`config.mk`:
```
export PLATFORM = sky130hd
export DESIGN_NAME = xag_top
export DESIGN_NICKNAME = d
export VERILOG_FILES = /design/src/rtl/xag_pkg.sv /design/src/rtl/xag_ctrl.sv /design/src/rtl/xag_scan_cnt.sv /design/src/rtl/xag_addr_map.sv /design/src/rtl/xag_top.sv
export SDC_FILE = /design/constraint.sdc
export NUM_CORES = 1
export LEC_CHECK = 0
export BUFFER_PORTS_ARGS = -buffer_cell sky130_fd_sc_hd__clkbuf_2
export CORE_UTILIZATION = 56
export DETAILED_ROUTE_END_ITERATION = 7
export PLACE_DENSITY = 0.94
export SYNTH_ARGS = -nofsm -noshare
export SYNTH_HDL_FRONTEND = slang
export SYNTH_SLANG_ARGS = --single-unit
```
`constraint.sdc`:
```
create_clock -name clk -period 3.1 [get_ports clk]
set_clock_uncertainty 0.05 [all_clocks]
set_input_delay 0.465 -clock clk [delete_from_list [all_inputs] [get_ports clk]]
set_output_delay 0.465 -clock clk [all_outputs]
set_load 0.05 [all_outputs]
```
`src/rtl/xag_pkg.sv`:
```
package xag_pkg;

    localparam int LINE_BITS_DEF = 7;
    localparam int NUM_BUFS      = 2;

    typedef enum logic {
        DIR_ROW = 1'b0,
        DIR_COL = 1'b1
    } scan_dir_e;

    typedef struct packed {
        scan_dir_e dir;
        logic      wr;
        logic      bsel;
    } pass_cfg_t;

endpackage

```
`src/rtl/xag_ctrl.sv`:
```
module xag_ctrl
    import xag_pkg::*;
(
    input  logic      clk,
    input  logic      rst,
    input  logic      start_i,
    input  pass_cfg_t cfg_i,
    input  logic      step_i,
    input  logic      last_i,
    output logic      busy_o,
    output logic      launch_o,
    output pass_cfg_t cfg_o
);

    logic finish;

    assign launch_o = start_i && !busy_o;
    assign finish   = busy_o && step_i && last_i;

    always_ff @(posedge clk) begin
        if (rst) begin
            busy_o <= 1'b0;
            cfg_o  <= '0;
        end else if (launch_o) begin
            busy_o <= 1'b1;
            cfg_o  <= cfg_i;
        end else if (finish) begin
            busy_o <= 1'b0;
        end
    end

    assert_launch_R2: assert property (@(posedge clk) disable iff (rst)
        (!busy_o && start_i) |=> busy_o);

    assert_finish_R8: assert property (@(posedge clk) disable iff (rst)
        (busy_o && step_i && last_i) |=> !busy_o);

    assert_start_ignored_R9: assert property (@(posedge clk) disable iff (rst)
        (busy_o && start_i && !(step_i && last_i)) |=> (busy_o && $stable(cfg_o)));

endmodule

```
`src/rtl/xag_scan_cnt.sv`:
```
module xag_scan_cnt #(
    parameter int LINE_BITS = 7
) (
    input  logic                 clk,
    input  logic                 rst,
    input  logic                 clear_i,
    input  logic                 adv_i,
    output logic [LINE_BITS-1:0] seq_o,
    output logic [LINE_BITS-1:0] line_o,
    output logic                 eol_o,
    output logic                 eob_o
);

    localparam logic [LINE_BITS-1:0] LAST_IDX = '1;

    assign eol_o = (seq_o == LAST_IDX);
    assign eob_o = eol_o && (line_o == LAST_IDX);

    always_ff @(posedge clk) begin
        if (rst || clear_i) begin
            seq_o  <= '0;
            line_o <= '0;
        end else if (adv_i) begin
            seq_o <= seq_o + 1'b1;
            if (eol_o) begin
                line_o <= line_o + 1'b1;
            end
        end
    end

    assert_hold_R6: assert property (@(posedge clk) disable iff (rst)
        (!adv_i && !clear_i) |=> ($stable(seq_o) && $stable(line_o)));

    assert_line_wrap_R7: assert property (@(posedge clk) disable iff (rst)
        (adv_i && !clear_i && seq_o == LAST_IDX) |=>
            (seq_o == '0 && line_o == $past(line_o) + 1'b1));

endmodule

```
`src/rtl/xag_addr_map.sv`:
```
module xag_addr_map
    import xag_pkg::*;
#(
    parameter int LINE_BITS = 7,
    localparam int ADDR_W   = 2 * LINE_BITS
) (
    input  scan_dir_e            dir_i,
    input  logic                 wr_i,
    input  logic [LINE_BITS-1:0] seq_i,
    input  logic [LINE_BITS-1:0] line_i,
    output logic [ADDR_W-1:0]    addr_o
);

    logic [LINE_BITS-1:0] seq_rev;
    logic [LINE_BITS-1:0] k_idx;

    for (genvar b = 0; b < LINE_BITS; b++) begin : g_rev
        assign seq_rev[b] = seq_i[LINE_BITS-1-b];
    end

    assign k_idx = wr_i ? seq_rev : seq_i;

    always_comb begin
        if (dir_i == DIR_COL) begin
            addr_o = {k_idx, line_i};
        end else begin
            addr_o = {line_i, k_idx};
        end
    end

endmodule

```
`src/rtl/xag_top.sv`:
```
module xag_top
    import xag_pkg::*;
#(
    parameter int LINE_BITS = LINE_BITS_DEF,
    localparam int ADDR_W   = 2 * LINE_BITS
) (
    input  logic              clk,
    input  logic              rst,
    input  logic              start_i,
    input  logic              dir_col_i,
    input  logic              write_i,
    input  logic              buf_sel_i,
    input  logic              step_i,
    output logic [ADDR_W-1:0] addr_o,
    output logic              valid_o,
    output logic              we_o,
    output logic [1:0]        buf_en_o,
    output logic              eol_o,
    output logic              eob_o
);

    pass_cfg_t            cfg_in;
    pass_cfg_t            cfg_q;
    logic                 busy;
    logic                 launch;
    logic [LINE_BITS-1:0] seq;
    logic [LINE_BITS-1:0] line;
    logic                 cnt_eol;
    logic                 cnt_eob;

    assign cfg_in.dir  = dir_col_i ? DIR_COL : DIR_ROW;
    assign cfg_in.wr   = write_i;
    assign cfg_in.bsel = buf_sel_i;

    xag_ctrl u_ctrl (
        .clk      (clk),
        .rst      (rst),
        .start_i  (start_i),
        .cfg_i    (cfg_in),
        .step_i   (step_i),
        .last_i   (cnt_eob),
        .busy_o   (busy),
        .launch_o (launch),
        .cfg_o    (cfg_q)
    );

    xag_scan_cnt #(.LINE_BITS(LINE_BITS)) u_cnt (
        .clk     (clk),
        .rst     (rst),
        .clear_i (launch),
        .adv_i   (busy && step_i),
        .seq_o   (seq),
        .line_o  (line),
        .eol_o   (cnt_eol),
        .eob_o   (cnt_eob)
    );

    xag_addr_map #(.LINE_BITS(LINE_BITS)) u_map (
        .dir_i  (cfg_q.dir),
        .wr_i   (cfg_q.wr),
        .seq_i  (seq),
        .line_i (line),
        .addr_o (addr_o)
    );

    assign valid_o = busy;
    assign we_o    = busy && cfg_q.wr;
    assign eol_o   = busy && cnt_eol;
    assign eob_o   = busy && cnt_eob;

    for (genvar b = 0; b < NUM_BUFS; b++) begin : g_en
        assign buf_en_o[b] = busy && (cfg_q.bsel == b[0]);
    end

    assert_first_addr_R2: assert property (@(posedge clk) disable iff (rst)
        $rose(valid_o) |-> (addr_o == '0));

    assert_addr_hold_R6: assert property (@(posedge clk) disable iff (rst)
        (valid_o && !step_i) |=> (valid_o && $stable(addr_o)));

    assert_block_implies_line_R8: assert property (@(posedge clk) disable iff (rst)
        eob_o |-> eol_o);

    assert_buf_onehot_R10: assert property (@(posedge clk) disable iff (rst)
        valid_o |-> $onehot(buf_en_o));

    assert_idle_quiet_R1: assert property (@(posedge clk) disable iff (rst)
        !valid_o |-> (buf_en_o == 2'b00 && !we_o && !eol_o && !eob_o));

endmodule

```
* Word level (Yosys, flattened, before mapping) *
Cells that the tools add are included.

storage, ports and cells
  register bits = 18
  bits in latches = 0
  RAM bits = 0
  memory bits (read-only) = 0
  input port bits = 7
  output and inout port bits = 20
  logic and storage cells = 29
  memories kept = 0

cells by class
  $add $sub $neg = 2
  $mul = 0
  div/mod/pow operators = 0
  $lt $le $gt $ge = 0
  eq/ne operators = 2
  shift-type cells = 0
  multiplexer cells = 5
  bitwise operators = 1
  reduce and logical (&&, ||, !) cells = 13

operators with widths
  cell                   count
  $add A7 B1 Y7 const B  2
  $eq A7 B7 Y1 const B   2
  $mux W14               1
  $logic_and A1 B1 Y1    9
  $mux W7                1
  $mux W1                3
  $reduce_and A2 Y1      1
  $reduce_bool A2 Y1     1
  $logic_not A1 Y1       1
  $logic_or A1 B1 Y1     1
  $not A1 Y1             1

* Logic depth before layout (Yosys ltp) *
Gate-level depths: netlist of run 1.

  depth in word-level cells = 5
  depth in mapped cells = 5
  depth with buffers taken out = 4

* By module *
A second synthesis of run 1 with hierarchy kept.

second synthesis, totals
  cell total of the unflattened synthesis = 133
  area, all modules = 1138.6 µm²

by module, submodules not included
  module        times used  cells each  area each (µm²)  sequential area each (µm²)
  xag_scan_cnt  1           80          681.9            280.3
  xag_addr_map  1           31          249.0            0.0
  xag_ctrl      1           16          168.9            80.1
  xag_top       1           6           38.8             0.0

* Least setup slack after synthesis of run 1 *
No wires, ideal clock.

  path type = reg-to-output
  start = register u_ctrl.busy_o
  end = output eob_o
  arrival time = 2.451 ns
  required time = 2.585 ns
  path slack = 0.134 ns
  stages on the path, launching flop included = 4
  path buffers = 1
  path through = dfxtp_1 -> clkbuf_8 -> nand3_1 -> nor4_1

on the way
  cells in the longest elaborated chain, start to end = 1

RTL lines
  what                    RTL line        text
  start, declared         xag_ctrl.sv:10  output logic busy_o,
  start signal, assigned  xag_ctrl.sv:22  busy_o <= 1'b0;
  start signal, assigned  xag_ctrl.sv:25  busy_o <= 1'b1;
  start signal, assigned  xag_ctrl.sv:28  busy_o <= 1'b0;
  $logic_and A1 B1 Y1     xag_top.sv:69   assign eob_o = busy && cnt_eob;
  end, declared           xag_top.sv:19   output logic eob_o

Every way passes these cells.

* Worst setup path in the final report of run 1 *
  start = register u_cnt.seq_o[4]
  end = output eob_o

on the way
  cells in the longest elaborated chain, start to end = 3

RTL lines
  what                    RTL line            text
  start, declared         xag_scan_cnt.sv:8   output logic [LINE_BITS-1:0] seq_o,
  start signal, assigned  xag_scan_cnt.sv:24  seq_o <= seq_o + 1'b1;
  $eq A7 B7 Y1            xag_scan_cnt.sv:16  assign eol_o = (seq_o == LAST_IDX);
  $logic_and A1 B1 Y1     xag_scan_cnt.sv:17  assign eob_o = eol_o && (line_o == LAST_IDX);
  $logic_and A1 B1 Y1     xag_top.sv:69

Every way passes these cells.

==> results.sh, run 1 <==
export IMPL_status="complete, no violations"
export IMPL_crit_path_max_incr_delay_ps=460
export IMPL_cts_sinks=18
export IMPL_nets=167
export IMPL_cellPowerDensity_nw_per_um2=340
export IMPL_grt_pass1_wl_um=3560
export IMPL_dp_hpwl_um=1850
export IMPL_antennaDiodeCount=0
export IMPL_num_rows=16
export IMPL_clk_pin_slew_ps=100
export IMPL_finalNonFillerCells=183
export IMPL_htreeDepth=1
export IMPL_start_util_pct=59.5
export IMPL_setup_worst_path_start_class="flip-flop"
export IMPL_cts_setup_buffers=0
export IMPL_drv_slew=0
export IMPL_die_y_um=47.4
export IMPL_yosys_top_cells_count="dfxtp_1 (18), a21oi_1 (15), mux2i_1 (15), nor2_1 (12), nand3_1 (10)"
export IMPL_cap_viol_max_count=0
export IMPL_drtIter0Drc=29
export IMPL_period_needed_ps=2300
export IMPL_syn_area_per_cell_um2=8.50
export IMPL_grt_pass1_vias=858
export IMPL_finalHoldViolCount=0
export IMPL_syn_inst=136
export IMPL_multiInputGateArea_um2=681
export IMPL_crit_path_end_kind="primary output"
export IMPL_die_area_um2=2250
export IMPL_crit_family="simple AND/OR/NAND/NOR gates"
export IMPL_tns_ps=0
export IMPL_synth_cell_types=29
export IMPL_synth_top_cell_by_area="dfxtp_1"
export IMPL_max_slew_margin_pct=50.1
export IMPL_syn_cell_area_um2=1160
export IMPL_synth_async_reset_ratio_pct=0
export IMPL_portBuffers=26
export IMPL_path_cells="nand4_2, nor4_1, clkbuf_2"
export IMPL_post_cts_resized=0
export IMPL_syn_num_nets=145
export IMPL_fin_crit_sh_pct=74.1
export IMPL_yosysSeqAreaShare_pct=31.2
export IMPL_cts_tree="built"
export IMPL_cts_root_buf="clkbuf_4"
export IMPL_hold_ws_ps=344
export IMPL_drcViolationCount=0
export IMPL_drtAntennaViolNets=0
export IMPL_final_area_um2=1260
export IMPL_p_leak_nw=0.480
export IMPL_placed_cell_area_um2=1240
export IMPL_timing_fmax_mhz=435
export IMPL_post_synth_top_area_fraction_pct=31.2
export IMPL_critical_path_class="flip-flop to primary output"
export IMPL_crit_slowest_cell="dfxtp_1"
export IMPL_holdBufCountCts=0
export IMPL_core_um2=1940
export IMPL_layout_drive_gt1_share_pct=25.6
export IMPL_ios=27
export IMPL_nFillCells=174
export IMPL_peakVddDrop_uv=328
export IMPL_ys_flop_type="dfxtp_1"
export IMPL_synth_edf_count=0
export IMPL_setup_violations=0
export IMPL_cp_max_fo=15
export IMPL_yosys_top_cells_area="dfxtp_1 (31%), mux2i_1 (13%), a21oi_1 (6.5%)"
export IMPL_post_place_cells=180
export IMPL_grt_max_degree=22
export IMPL_hp_class="primary input to flip-flop"
export IMPL_overflow=0
export IMPL_vias_per_cell=5.63
export IMPL_synth_most_common_cell="dfxtp_1"
export IMPL_worst_pin_slew_ps=747
export IMPL_antenna_found_initial=0
export IMPL_wl_per_cell_um=13.5
export IMPL_place_congestion=0.822
export IMPL_grt_usage_pct=23.1
export IMPL_worst_path_buf_inv=1
export IMPL_ys_warn_count=0
export IMPL_ys_ff_latch=18
export IMPL_rsz0062_at_grt="no"
export IMPL_first_pass_iters=4
export IMPL_regArea_um2=360
export IMPL_clk_path_buf_depth=2
export IMPL_power_total_mw=0.429
export IMPL_cts_buffers=3
export IMPL_drt_total_wl_um=2470
export IMPL_clk_latency_ps=300
export IMPL_die_w_um=47.4
export IMPL_arrival_ps=1780
export IMPL_vias=1030
export IMPL_areaGrowthSynthToFinish_pct=9.09
export IMPL_cp_required_ps=2580
[worst reg2reg max path, stage by stage (launching register included)]
cell	delay [ps]
dfxtp_1	420
ha_1	260
nand4_4	240
or4_1	540
a21oi_1	150
[placed cells by master, fill, tap and decap left out, types with 2 or more instances in the layout]
cell	count
or3_1	2
inv_1	9
dfxtp_1	18
o21ai_0	6
xor2_1	2
and2_1	2
nand4_1	2
nand3_1	10
nor4_2	2
clkbuf_4	3
o31ai_1	4
clkbuf_2	26
nor2_1	12
mux2_2	4
or3_2	3
mux2i_1	15
nor4_1	2
ha_1	2
a21oi_1	15
or4_1	4
nand2_1	7
[final cells by class]
class                   count  area share [%]
repair buffers             26            10.3
multi-input cells         100            54.0
flip-flops and latches     18            28.6
inverters                   9            2.68
well taps                  27            2.68
clock buffers               3            1.79
[layer usage]
metal	share of wire [%]	GRT usage (%)	wire (um)
met1	44	27.7	1080
met2	51	37.3	1250
met3	3.5	6.42	86
met4	1.9	12.6	46
met5	0	0	0
[cells by family (layout without fill, tap and decap cells)]
logic type / Yosys count / after routing / share of synthesized area (%)
buffers and inverters: 18 / 38 / 9.96
multiplexers: 19 / 19 / 16.9
XOR/XNOR: 2 / 2 / 1.52
adder cells (fa/ha/maj): 2 / 2 / 2.16
AO/OA/AOI/OAI: 25 / 25 / 11.7
AND/OR/NAND/NOR: 52 / 52 / 26.6
flip-flops: 18 / 18 / 31.2
[worst paths after layout]
path              slack [ps]                    startpoint                           end  cells after the start
setup reg to reg        1370   u_cnt.seq_o[1]$_SDFFE_PP0N_  u_cnt.line_o[4]$_SDFFE_PP0P_                      4
hold reg to reg          490  u_cnt.line_o[6]$_SDFFE_PP0P_  u_cnt.line_o[6]$_SDFFE_PP0P_                      2
setup / recovery         800   u_cnt.seq_o[4]$_SDFFE_PP0N_                         eob_o                      3
hold / removal           340                           rst  u_ctrl.cfg_o[1]$_SDFFE_PP0P_                      2
[where the power goes]
group          internal, mW  switching [mW]  leakage [nW]  total, mW
Sequential            0.235          0.0113         0.146      0.246
Combinational        0.0195          0.0447         0.321     0.0642
Clock                0.0453          0.0733        0.0138      0.119
Total                 0.300           0.129         0.480      0.429
[per-stage QoR]
| stage | util (%) | setup WS (ps) |
|---|---|---|
| final | 64.9 | 803 |
| after global routing | 64.9 | 700 |
| after CTS | 64.9 | 834 |
| after detailed placement | 63.8 | 1170 |
| after global placement | 63.8 | 1190 |
| after floorplan | - | 134 |
[sequential cells by signal, indices dropped and copies added (netlist names)]
register,count
u_cnt.line_o,7
u_cnt.seq_o,7
u_ctrl.busy_o,1
u_ctrl.cfg_o,3
No activity file was read; power rests on OpenSTA's default activity.
==> run 2: changes to the inputs <==
Settings changed: CORE_UTILIZATION 56 to 52, PLACE_DENSITY 0.94 to 0.89.
Clock period 3.1 ns to 2.3 ns, I/O delays scaled along.
==> results.sh, run 2 (synthesis gave the netlist of run 1 again) <==
export IMPL_p_leak_nw=0.498
export IMPL_placed_cell_area_um2=1260
export IMPL_final_area_um2=1300
export IMPL_drv_slew=0
export IMPL_num_rows=16
export IMPL_drtIter0Drc=23
export IMPL_crit_family="flip-flops"
export IMPL_layout_commonest_cell="clkbuf_2"
export IMPL_grt_pass1_vias=952
export IMPL_clk_latency_ps=300
export IMPL_drtAntennaViolNets=0
export IMPL_path_cells="buf_4, nor2_1, a21oi_1, clkbuf_2"
export IMPL_timing_fmax_mhz=462
export IMPL_die_w_um=49.2
export IMPL_grt_pass1_wl_um=4150
export IMPL_max_slew_margin_pct=53.7
export IMPL_dp_hpwl_um=1940
export IMPL_vias_per_cell=5.78
export IMPL_layout_drive_gt1_share_pct=27.7
export IMPL_clk_path_buf_depth=2
export IMPL_final_cell_mix="clkbuf_2 (26), dfxtp_1 (18), mux2i_1 (15), a21oi_1 (15), nor2_1 (12)"
export IMPL_post_cts_resized=0
export IMPL_cp_max_fo=19
export IMPL_htreeDepth=1
export IMPL_grt_usage_pct=22.0
export IMPL_cap_viol_max_count=0
export IMPL_cts_setup_buffers=0
export IMPL_drt_total_wl_um=2560
export IMPL_setup_violations=0
export IMPL_peakVddDrop_uv=389
export IMPL_core_um2=2020
export IMPL_cts_tree="built"
export IMPL_holdBufCountCts=0
export IMPL_cellPowerDensity_nw_per_um2=481
export IMPL_start_util_pct=57.2
export IMPL_place_congestion=0.777
export IMPL_cts_sinks=18
export IMPL_critical_path_class="flip-flop to primary output"
export IMPL_vias=1075
export IMPL_crit_slowest_cell="dfxtp_1"
export IMPL_tns_ps=0
export IMPL_worst_path_buf_inv=2
export IMPL_cp_required_ps=1900
export IMPL_nets=169
export IMPL_wl_per_cell_um=13.8
export IMPL_antennaDiodeCount=0
export IMPL_die_y_um=49.2
export IMPL_postLayoutSetupSlackWorst_ps=136
export IMPL_finalHoldViolCount=0
export IMPL_clk_pin_slew_ps=110
export IMPL_arrival_ps=1770
export IMPL_crit_path_max_incr_delay_ps=790
export IMPL_power_total_mw=0.624
export IMPL_overflow=0
export IMPL_portBuffers=26
export IMPL_fin_crit_sh_pct=94.1
export IMPL_ios=27
export IMPL_cts_buffers=3
export IMPL_setup_worst_path_start_class="flip-flop"
export IMPL_areaGrowthSynthToFinish_pct=12.1
export IMPL_crit_path_end_kind="primary output"
export IMPL_period_needed_ps=2160
export IMPL_place_worst_setup_slack_ps=477
export IMPL_first_pass_iters=4
export IMPL_cts_root_buf="clkbuf_4"
export IMPL_worst_pin_slew_ps=693
export IMPL_hp_class="primary input to flip-flop"
export IMPL_status="complete, no violations"
export IMPL_die_area_um2=2420
export IMPL_rsz0062_at_grt="no"
export IMPL_drcViolationCount=0
export IMPL_grt_max_degree=20
export IMPL_top_regs="u_cnt.line_o: 7 flops, u_cnt.seq_o: 7 flops, u_ctrl.cfg_o: 3 flops"
export IMPL_antenna_found_initial=0
## run 2: path summary, 6_finish.rpt
path	from	end	slack [ps]	cells after the start
setup / recovery	u_ctrl.cfg_o[2]$_SDFFE_PP0P_	addr_o[8]	140	4
hold / removal	buf_sel_i	u_ctrl.cfg_o[0]$_SDFFE_PP0P_	220	3
setup reg to reg	u_cnt.seq_o[0]$_SDFFE_PP0N_	u_cnt.line_o[3]$_SDFFE_PP0P_	540	4
hold reg to reg	u_cnt.line_o[5]$_SDFFE_PP0P_	u_cnt.line_o[5]$_SDFFE_PP0P_	470	2
## run 2: worst register-to-register path, cell delays in order, from the launching register on
cell and delay, ps:
dfxtp_1 440, ha_1 270, nand4_4 250, or4_1 550, a21oi_1 150
## run 2: final cells by class
type                       instances  area (um2)
fill                             167         726
multi-input combinational        100         687
sequential                        18         360
timing repair buffer              28         145
clock buffer                       4        36.3
inverter                           9        33.8
tap                               27        33.8
## run 2: power by group
group,internal [mW],switching [mW],total (mW)
Combinational,0.0285,0.0642,0.0928
Clock,0.0967,0.105,0.202
Sequential,0.317,0.0126,0.329
## run 2: stage by stage
step	utilization, %	instances	hold slack, ps
finish	64.1	186	223
global route	64.1	186	215
CTS	64.1	186	219
detailed placement	62.3	182	455
global placement	62.3	182	446
floorplan	-	136	367
## run 2: metal layers
| metal | global-route usage (%) | vias to the layer above | share of wire [%] |
|---|---|---|---|
| met4 | 2.94 | 0 | 0.43 |
| met1 | 25.6 | 510 | 41 |
| li1 | - | 536 | - |
| met5 | 0 | - | 0 |
| met2 | 40.4 | 27 | 54 |
| met3 | 5.92 | 2 | 5.0 |
